`config.mk`:
```
export PLATFORM = sky130hd
export DESIGN_NAME = slp_pin_ctrl
export DESIGN_NICKNAME = d
export VERILOG_FILES = /design/src/rtl/slp_pin_pkg.sv /design/src/rtl/slp_pin_bank.sv /design/src/rtl/slp_hold_ctrl.sv /design/src/rtl/slp_pin_mux.sv /design/src/rtl/slp_pin_ctrl.sv
export SDC_FILE = /design/constraint.sdc
export NUM_CORES = 1
export LEC_CHECK = 0
export BUFFER_PORTS_ARGS = -buffer_cell sky130_fd_sc_hd__clkbuf_2
export CAP_MARGIN = 0
export CORE_ASPECT_RATIO = 1.2
export CORE_MARGIN = 2
export CORE_UTILIZATION = 40
export CTS_CLUSTER_SIZE = 20
export DETAILED_ROUTE_END_ITERATION = 6
export GPL_TIMING_DRIVEN = 0
export HOLD_SLACK_MARGIN = 0.02
export SLEW_MARGIN = 20
export SYNTH_ARGS = -nofsm -noshare
export SYNTH_HDL_FRONTEND = slang
export SYNTH_SLANG_ARGS = --single-unit
```
`constraint.sdc`:
```
create_clock -name clk -period 2.66 [get_ports clk]
set_input_delay 0.532 -clock clk [delete_from_list [all_inputs] [get_ports clk]]
set_output_delay 0.532 -clock clk [all_outputs]
set_load 0.005 [all_outputs]
```
`src/rtl/slp_pin_pkg.sv`:
```
package slp_pin_pkg;

    localparam int BANK_W    = 32;
    localparam int ADDR_W    = 12;
    localparam int INV_FIRST = 86;
    localparam int INV_LAST  = 89;

    localparam logic [ADDR_W-1:0] OFS_STATUS = 12'h030;
    localparam int ST_RX_BIT  = 0;
    localparam int ST_PIN_BIT = 1;

    typedef enum logic [2:0] {
        GRP_RUN_DIR,
        GRP_SLP_LVL,
        GRP_SLP_DIR,
        GRP_STATUS,
        GRP_NONE
    } reg_grp_e;

    typedef struct packed {
        reg_grp_e   grp;
        logic [3:0] bank;
    } decode_t;

    typedef struct packed {
        logic pin_hold;
        logic rx_hold;
    } hold_t;

    function automatic logic pin_locked(int p);
        return (p == 2) || (p >= 5 && p <= 8);
    endfunction

    function automatic logic pin_inverted(int p);
        return (p >= INV_FIRST) && (p <= INV_LAST);
    endfunction

    function automatic logic [BANK_W-1:0] bank_writable(int b, int num_pins);
        logic [BANK_W-1:0] m;
        m = '0;
        for (int i = 0; i < BANK_W; i++) begin
            m[i] = ((b * BANK_W + i) < num_pins) && !pin_locked(b * BANK_W + i);
        end
        return m;
    endfunction

    function automatic logic [BANK_W-1:0] bank_inverted(int b, int num_pins);
        logic [BANK_W-1:0] m;
        m = '0;
        for (int i = 0; i < BANK_W; i++) begin
            m[i] = ((b * BANK_W + i) < num_pins) && pin_inverted(b * BANK_W + i);
        end
        return m;
    endfunction

    function automatic decode_t decode_addr(logic [ADDR_W-1:0] a, int num_banks);
        decode_t d;
        d.bank = a[3:0];
        d.grp  = GRP_NONE;
        if (a == OFS_STATUS) begin
            d.grp = GRP_STATUS;
        end else if (int'(a[3:0]) < num_banks) begin
            case (a[11:4])
                8'h00:   d.grp = GRP_RUN_DIR;
                8'h01:   d.grp = GRP_SLP_LVL;
                8'h02:   d.grp = GRP_SLP_DIR;
                default: d.grp = GRP_NONE;
            endcase
        end
        return d;
    endfunction

endpackage

```
`src/rtl/slp_pin_bank.sv`:
```
module slp_pin_bank
    import slp_pin_pkg::*;
#(
    parameter int BANK_IDX = 0,
    parameter int NUM_PINS = 121
) (
    input  logic              clk,
    input  logic              rst,
    input  logic              wr_run_dir,
    input  logic              wr_slp_lvl,
    input  logic              wr_slp_dir,
    input  logic [BANK_W-1:0] wdata,
    output logic [BANK_W-1:0] run_dir_q,
    output logic [BANK_W-1:0] slp_lvl_q,
    output logic [BANK_W-1:0] slp_dir_q
);

    localparam logic [BANK_W-1:0] WR_MASK  = bank_writable(BANK_IDX, NUM_PINS);
    localparam logic [BANK_W-1:0] INV_MASK = bank_inverted(BANK_IDX, NUM_PINS);

    // Reset value of a direction word: every pin an input (inverted pins hold 1).
    localparam logic [BANK_W-1:0] DIR_RST  = INV_MASK;

    function automatic logic [BANK_W-1:0] merge(logic [BANK_W-1:0] old_v,
                                                logic [BANK_W-1:0] new_v);
        return (new_v & WR_MASK) | (old_v & ~WR_MASK);
    endfunction

    always_ff @(posedge clk) begin
        if (rst) begin
            run_dir_q <= DIR_RST;
            slp_lvl_q <= '0;
            slp_dir_q <= DIR_RST;
        end else begin
            if (wr_run_dir) run_dir_q <= merge(run_dir_q, wdata);
            if (wr_slp_lvl) slp_lvl_q <= merge(slp_lvl_q, wdata);
            if (wr_slp_dir) slp_dir_q <= merge(slp_dir_q, wdata);
        end
    end

endmodule

```
`src/rtl/slp_hold_ctrl.sv`:
```
module slp_hold_ctrl
    import slp_pin_pkg::*;
(
    input  logic  clk,
    input  logic  rst,
    input  logic  sleep_i,
    input  logic  clr_rx,
    input  logic  clr_pin,
    output hold_t hold_q,
    output logic  sleep_q
);

    logic wake_edge;

    assign wake_edge = sleep_q && !sleep_i;

    always_ff @(posedge clk) begin
        if (rst) begin
            sleep_q <= 1'b0;
        end else begin
            sleep_q <= sleep_i;
        end
    end

    // Set dominates clear: a wake edge wins over a release in the same cycle.
    always_ff @(posedge clk) begin
        if (rst) begin
            hold_q.rx_hold  <= 1'b1;
            hold_q.pin_hold <= 1'b1;
        end else begin
            if (wake_edge)     hold_q.rx_hold <= 1'b1;
            else if (clr_rx)   hold_q.rx_hold <= 1'b0;

            if (wake_edge)     hold_q.pin_hold <= 1'b1;
            else if (clr_pin)  hold_q.pin_hold <= 1'b0;
        end
    end

endmodule

```
`src/rtl/slp_pin_mux.sv`:
```
module slp_pin_mux
    import slp_pin_pkg::*;
#(
    parameter int NUM_PINS = 121
) (
    input  logic                override,
    input  logic [NUM_PINS-1:0] run_dir,
    input  logic [NUM_PINS-1:0] slp_lvl,
    input  logic [NUM_PINS-1:0] slp_dir,
    input  logic [NUM_PINS-1:0] run_out,
    output logic [NUM_PINS-1:0] pin_out,
    output logic [NUM_PINS-1:0] pin_oe
);

    for (genvar p = 0; p < NUM_PINS; p++) begin : g_pin
        localparam logic INV = pin_inverted(p);

        logic run_oe_w;
        logic slp_oe_w;

        assign run_oe_w   = run_dir[p] ^ INV;
        assign slp_oe_w   = slp_dir[p] ^ INV;
        assign pin_oe[p]  = override ? slp_oe_w   : run_oe_w;
        assign pin_out[p] = override ? slp_lvl[p] : run_out[p];
    end

endmodule

```
`src/rtl/slp_pin_ctrl.sv`:
```
module slp_pin_ctrl
    import slp_pin_pkg::*;
#(
    parameter int NUM_PINS = 121
) (
    input  logic                clk,
    input  logic                rst,
    input  logic                sleep_i,
    input  logic [NUM_PINS-1:0] run_out_i,
    input  logic                bus_en_i,
    input  logic                bus_we_i,
    input  logic [11:0]         bus_addr_i,
    input  logic [31:0]         bus_wdata_i,
    output logic [31:0]         bus_rdata_o,
    output logic [NUM_PINS-1:0] pin_out_o,
    output logic [NUM_PINS-1:0] pin_oe_o,
    output logic                rx_en_o
);

    localparam int NUM_BANKS = (NUM_PINS + BANK_W - 1) / BANK_W;
    localparam int FLAT_W    = NUM_BANKS * BANK_W;

    decode_t dec;
    logic    wr_any;
    logic    rd_any;

    assign dec    = decode_addr(bus_addr_i, NUM_BANKS);
    assign wr_any = bus_en_i && bus_we_i;
    assign rd_any = bus_en_i && !bus_we_i;

    logic [BANK_W-1:0] run_dir_a [NUM_BANKS];
    logic [BANK_W-1:0] slp_lvl_a [NUM_BANKS];
    logic [BANK_W-1:0] slp_dir_a [NUM_BANKS];
    logic [FLAT_W-1:0] run_dir_flat;
    logic [FLAT_W-1:0] slp_lvl_flat;
    logic [FLAT_W-1:0] slp_dir_flat;

    for (genvar b = 0; b < NUM_BANKS; b++) begin : g_bank
        logic hit;
        assign hit = wr_any && (dec.bank == b[3:0]);

        slp_pin_bank #(
            .BANK_IDX (b),
            .NUM_PINS (NUM_PINS)
        ) u_bank (
            .clk        (clk),
            .rst        (rst),
            .wr_run_dir (hit && dec.grp == GRP_RUN_DIR),
            .wr_slp_lvl (hit && dec.grp == GRP_SLP_LVL),
            .wr_slp_dir (hit && dec.grp == GRP_SLP_DIR),
            .wdata      (bus_wdata_i),
            .run_dir_q  (run_dir_a[b]),
            .slp_lvl_q  (slp_lvl_a[b]),
            .slp_dir_q  (slp_dir_a[b])
        );

        assign run_dir_flat[b*BANK_W +: BANK_W] = run_dir_a[b];
        assign slp_lvl_flat[b*BANK_W +: BANK_W] = slp_lvl_a[b];
        assign slp_dir_flat[b*BANK_W +: BANK_W] = slp_dir_a[b];
    end

    hold_t hold_q;
    logic  sleep_q;
    logic  st_wr;
    logic  rx_hold_w;
    logic  pin_hold_w;

    assign st_wr = wr_any && dec.grp == GRP_STATUS;

    slp_hold_ctrl u_hold (
        .clk     (clk),
        .rst     (rst),
        .sleep_i (sleep_i),
        .clr_rx  (st_wr && bus_wdata_i[ST_RX_BIT]),
        .clr_pin (st_wr && bus_wdata_i[ST_PIN_BIT]),
        .hold_q  (hold_q),
        .sleep_q (sleep_q)
    );

    assign rx_hold_w  = hold_q.rx_hold;
    assign pin_hold_w = hold_q.pin_hold;
    assign rx_en_o    = !rx_hold_w;

    // sleep_q covers the one cycle between the fall of sleep_i and the hold flag.
    logic override;
    assign override = sleep_i || sleep_q || pin_hold_w;

    slp_pin_mux #(
        .NUM_PINS (NUM_PINS)
    ) u_mux (
        .override (override),
        .run_dir  (run_dir_flat[NUM_PINS-1:0]),
        .slp_lvl  (slp_lvl_flat[NUM_PINS-1:0]),
        .slp_dir  (slp_dir_flat[NUM_PINS-1:0]),
        .run_out  (run_out_i),
        .pin_out  (pin_out_o),
        .pin_oe   (pin_oe_o)
    );

    logic [BANK_W-1:0] rd_val;
    logic [BANK_W-1:0] rdata_q;

    always_comb begin
        rd_val = '0;
        for (int b = 0; b < NUM_BANKS; b++) begin
            if (dec.bank == 4'(b)) begin
                case (dec.grp)
                    GRP_RUN_DIR: rd_val = run_dir_a[b];
                    GRP_SLP_LVL: rd_val = slp_lvl_a[b];
                    GRP_SLP_DIR: rd_val = slp_dir_a[b];
                    default:     ;
                endcase
            end
        end
        if (dec.grp == GRP_STATUS) begin
            rd_val = '0;
            rd_val[ST_RX_BIT]  = rx_hold_w;
            rd_val[ST_PIN_BIT] = pin_hold_w;
        end
    end

    always_ff @(posedge clk) begin
        if (rst) begin
            rdata_q <= '0;
        end else begin
            rdata_q <= rd_any ? rd_val : '0;
        end
    end

    assign bus_rdata_o = rdata_q;

endmodule

```
* Yosys cells after proc, flatten, opt, wreduce, memory -nomap -nowiden
Cells that the tools add are included.
** Operators by class
- $lt $le $gt $ge :: 1
- Muxes and demuxes :: 254
- Reductions and logical operators :: 33
- Bitwise logic cells :: 15
- Equality and inequality tests :: 9
** Operators by type and width (count)
- $pmux W32 S3 :: 4
- $mux W1 :: 242
- $mux W32 :: 4
- $or A25 B32 Y32 :: 3
- $or A32 B9 Y32 :: 3
- $logic_and A1 B1 Y1 :: 22
- $eq A12 B6 Y1 const B :: 1
- $not A1 Y1 :: 9
- $pmux W3 S3 :: 1
- $eq A4 B2 Y1 const B :: 2
- $eq A8 B1 Y1 const B :: 1
- $eq A8 B2 Y1 const B :: 1
- $logic_not A8 Y1 :: 1
- $eq A3 B2 Y1 const B :: 2
- $mux W3 :: 2
- $eq A4 B1 Y1 const B :: 1
- $logic_not A4 Y1 :: 1
- $lt A4 B3 Y1 const B :: 1
- $reduce_or A2 Y1 :: 2
- $eq A3 B1 Y1 const B :: 1
- $logic_not A1 Y1 :: 3
- $logic_not A3 Y1 :: 1
- $reduce_or A3 Y1 :: 1
- $logic_or A1 B1 Y1 :: 2
- $mux W2 :: 1
** Storage, ports and cells
- Output and inout port bits :: 275
- Register bits :: 419

* Longest topological paths before layout
- Word-level depth :: 14
- Mapped depth :: 9
- Depth with buffers taken out :: 5

* Modules after synthesis
From an unflattened synthesis, not the netlist that was laid out.
** Unflattened totals
- Cells, all modules :: 1987
- Area total of the unflattened synthesis :: 21037.7 µm²
** Modules (own cells, without submodules)
- slp_pin_ctrl :: times used 1, area each 4299.1 µm², cells an instance 546, sequential area each 640.6 µm²
- slp_pin_mux :: times used 1, area each 3647.2 µm², cells an instance 269, sequential area each 0.0 µm²
- slp_pin_bank at g_bank[1].u_bank :: times used 1, area each 3544.6 µm², cells an instance 311, sequential area each 1921.8 µm²
- slp_pin_bank at g_bank[2].u_bank :: times used 1, area each 3518.4 µm², cells an instance 311, sequential area each 1921.8 µm²
- slp_pin_bank at g_bank[0].u_bank :: times used 1, area each 3046.7 µm², cells an instance 277, sequential area each 1621.6 µm²
- slp_pin_bank at g_bank[3].u_bank :: times used 1, area each 2886.5 µm², cells an instance 264, sequential area each 1501.4 µm²
- slp_hold_ctrl :: times used 1, area each 95.1 µm², cells an instance 9, sequential area each 60.1 µm²

* Worst setup path before layout
Ideal clock, no wire load.
- Kind :: in2out
- Start point :: input sleep_i
- End point :: output pin_oe_o[0]
- Setup slack :: 0.174 ns
- Buffers on the path :: 2
- Arrival time :: 1.954 ns
- Data required time :: 2.128 ns
- Cell stages on the path :: 4
- Cells stage by stage :: nor3_1 > clkbuf_1 > clkbuf_1 > mux2_2
** Between the ends
- Cells in the longest elaborated chain, start to end :: 3
** RTL lines
- from (decl) :: line slp_pin_ctrl.sv:8 : input logic sleep_i,
- $logic_or A1 B1 Y1 (2 in a row) :: line slp_pin_ctrl.sv:86 : assign override = sleep_i || sleep_q || pin_hold_w;
- $mux W1 :: line slp_pin_mux.sv:23 : assign pin_oe[p] = override ? slp_oe_w : run_oe_w;
- to (decl) :: line slp_pin_ctrl.sv:16 : output logic [NUM_PINS-1:0] pin_oe_o,
No other way between the ends.

* Worst setup path after layout
- Start point :: input bus_addr_i[1]
- End point :: register g_bank[0].u_bank.slp_dir_q[20]
** Between the ends
- Cells in the longest elaborated chain, start to end :: 5
- Elaborated cells on any way between the ends :: 8
- Those cells by class :: order compare: 1; eq/ne: 2; mux: 2; reduce/logical: 3
** RTL lines
- from (decl) :: line slp_pin_ctrl.sv:12 : input logic [11:0] bus_addr_i,
- $lt A4 B3 Y1 :: line slp_pin_pkg.sv:62 : end else if (int'(a[3:0]) < num_banks) begin
- $mux W3 :: line slp_pin_pkg.sv:62
- $mux W3 :: line slp_pin_pkg.sv:60 : if (a == OFS_STATUS) begin
- $eq A3 B2 Y1 :: line slp_pin_ctrl.sv:50 : .wr_slp_dir (hit && dec.grp == GRP_SLP_DIR),
- $logic_and A1 B1 Y1 * :: line slp_pin_ctrl.sv:50
- to (signal assigned) :: line slp_pin_bank.sv:37 : if (wr_slp_dir) slp_dir_q <= merge(slp_dir_q, wdata);
- to (decl) :: line slp_pin_bank.sv:15 : output logic [BANK_W-1:0] slp_dir_q
Every way passes the cells marked *; elsewhere a longest branch is shown, timed or not.
A chain may end at the register's enable or synchronous reset.

==> results_dict.tcl <==
set metrics [dict create \
    synth_cells 2425 \
    worstPathRequired_ns 3.18 \
    finClkSkew_ns 0.0126 \
    fillCellCount 4476 \
    final_cells 3590 \
    timing.final.crit_period_ns 2.82 \
    path_max_fanout 10 \
    path_clk_slew_ns 0.06 \
    syn_avg_cell_area_um2 7.90 \
    insertion_delay_ns 0.59 \
    start_util 0.407 \
    drv_cap 0 \
    portBuffers 425 \
    place_ws_ns -1.45 \
    power_density_nw_per_um2 506 \
    cts_made_buffers 42 \
    dr.pass1.iters 6 \
    die_w_um 204 \
    tightest_slew_ns 1.00 \
    drt_iter0_markers 2150 \
    async_flop_share 0 \
    viasPerCell 5.83 \
    grt_antenna_before_repair 5 \
    drt-total-wl_um 97200 \
    clk_path_buf_depth 3 \
    dp.cells 3477 \
    core-area_um2 47100 \
    ir_worst_vdd_mv 0.372 \
    synth_warnings 0 \
    max_freq_mhz 354 \
    violations "negative setup slack" \
    route.vias.total 20943 \
    wire_per_inst_um 27.1 \
    ys_seq_area_frac 0.400 \
    arrival_ns 3.34 \
    finalNetCount 3105 \
    crit_type "in2reg" \
    ant_nets 0 \
    grt_max_degree 14 \
    num_rows 87 \
    outcome "finished with violations" \
    leakagePower_nw 9.99 \
    slew_headroom 0.332 \
    grt_pass1_vias 19355 \
    min_path_type "in2reg" \
    grt_overflow 0 \
    areaGrowthSynthToFinish_pct 33.3 \
    period_share 1.06 \
    clock_sinks 383 \
    routabilityCongestion 0.997 \
    cts_htree_levels 2 \
    start_kind "primary input" \
    min_delay_path_depth 3 \
    synth_edf_count 0 \
    netlist_area_um2 19200 \
    grt_pass1_wl_um 133000 \
    synth.top_cells.by_area "dfxtp_1 (40%), nand2_1 (15%), mux2_2 (14%)" \
    cts_root_buf "clkbuf_16" \
    cts_tree "yes" \
    layout-drive-gt1-share 0.302 \
    hold_slack_ns 0.202 \
    grt_use_total 0.367 \
    pin_count 445 \
    setup_ws_ns -0.165 \
    synth_ff_type "dfxtp_1" \
    drc 0 \
    ys_ff_latch 383 \
    rsz0062_at_grt "true" \
    synth_top_area_cell "dfxtp_1" \
    setup_viol 213 \
    die_h_um 244 \
    end_kind "register" \
    slew_violations 0 \
    rr_worst_depth 5 \
    fp.dieArea_um2 49700 \
    synth_top_cell_area_share 0.400 \
    yosysUniqueCellTypes 63 \
    hold_viol 0 \
    dp_hpwl_um 70200 \
]
==> final timing paths <==
check                                      start                        endpoint  slack [ns]
hold reg to reg   g_bank[0].u_bank.slp_dir_q[13]  g_bank[0].u_bank.slp_dir_q[13]        0.46
setup reg to reg   g_bank[0].u_bank.slp_lvl_q[0]                  bus_rdata_o[0]        0.73
hold / removal                    bus_wdata_i[4]   g_bank[2].u_bank.slp_lvl_q[4]        0.20
setup / recovery                   bus_addr_i[1]  g_bank[0].u_bank.slp_dir_q[20]       -0.16
==> registers in the layout (all words and copies together), names as in the netlist <==
name,cells
g_bank.u_bank.run_dir_q,116
g_bank.u_bank.slp_dir_q,116
g_bank.u_bank.slp_lvl_q,116
bus_rdata_o,32
u_hold.hold_q,2
u_hold.sleep_q,1
==> critical path, cell delays in order <==
cell      delay [ns]
clkbuf_2        0.15
clkbuf_1        0.31
nor2_1          0.50
nand4_1         0.24
nor2_1          0.74
clkbuf_1        0.56
nand2_1         0.14
a21oi_1         0.16
==> per-stage QoR <==
stage | power, W | util | TNS [ns] | instance area, um2
5_1_grt | 0.0132 | 0.542 | -21.82 | 25500
6_report | 0.0129 | 0.542 | -17.13 | 25500
3_5_place_dp | 0.00665 | 0.469 | -468.82 | 22100
3_3_place_gp | 0.00664 | 0.469 | -465.89 | 22100
4_1_cts | 0.0129 | 0.523 | -5.34 | 24700
2_1_floorplan | 0.00621 | - | 0 | 19200
==> cells by family (layout without fill, tap and decap cells) <==
group                  count (synthesis)  count (layout)  synth area share
and+or+nand+nor                      890             890             0.188
DFF                                  383             383             0.400
muxes                                324             324             0.184
other                                  1               9          0.000196
AOI/OAI and AO/OA                    596             596             0.178
buffers and inverters                231             765            0.0496
==> synth_stat cells (all sizes together), types with 4 or more instances <==
library cell,n
a21oi,401
and3,4
buf,42
and2,8
a22oi,13
o41ai,8
dfxtp,383
o21ai,89
nor4,6
nand2,771
o211ai,6
a221o,4
nor3,5
nand3,10
inv,7
clkbuf,182
a21o,6
or2,4
nor2,38
nand4,6
o21a,6
mux2,230
or3,6
a2111oi,8
o22ai,12
a311oi,7
nand3b,10
o2bb2ai,7
o32ai,5
mux2i,94
nor2b,9
a32oi,5
==> cell type report <==
class                      count  area [um2]  share of cell area
clock inverter                15         254             0.00994
tap                          623         779              0.0305
sequential                   383        7670               0.300
multi-input combinational   1815       11400               0.445
clock buffer                  57        1200              0.0469
antenna                        4        10.0            0.000392
timing repair buffer         466        2870               0.112
inverter                       7        26.3             0.00103
buffer                       220        1380              0.0539
==> layer usage <==
| metal | GRT usage | vias up | part of all wire |
|---|---|---|---|
| li1 | - | 9321 | - |
| met1 | 0.457 | 10018 | 0.38 |
| met2 | 0.585 | 1303 | 0.45 |
| met3 | 0.0641 | 299 | 0.093 |
| met4 | 0.235 | 2 | 0.073 |
| met5 | 0 | - | 0.00013 |
==> power by group <==
group          switching (W)  leakage (nW)  internal, W
sequential       0.000000921          3.08      0.00573
combinational       0.000617          6.18     0.000217
clock                0.00253         0.719      0.00382
==> what timing repair did <==
action | in CTS | in global routing
endpoints found under the setup margin | 478 | 316
pin swaps | 2 | 2
hold buffers | 0 | 0
setup buffers | 14 | 8
gates cloned | 5 | 16
gates resized for setup | 225 | 199
==> placed cells by master (no fill, tap or decap), types with 8 or more instances in the layout <==
cell type and count:
and2_1 8, buf_8 10, clkbuf_1 145, mux2i_1 90
mux2_4 177, a21oi_1 401, clkbuf_16 65, nand3b_1 10
mux2_2 53, o22ai_1 12, nor2_1 30, nand3_1 9
nand2_1 768, a22oi_1 13, dfxtp_1 381, buf_4 20
o21ai_1 26, buf_2 24, buf_12 20, buf_6 12
o21ai_0 56, clkbuf_2 434
No activity file was read; power rests on OpenSTA's default activity.
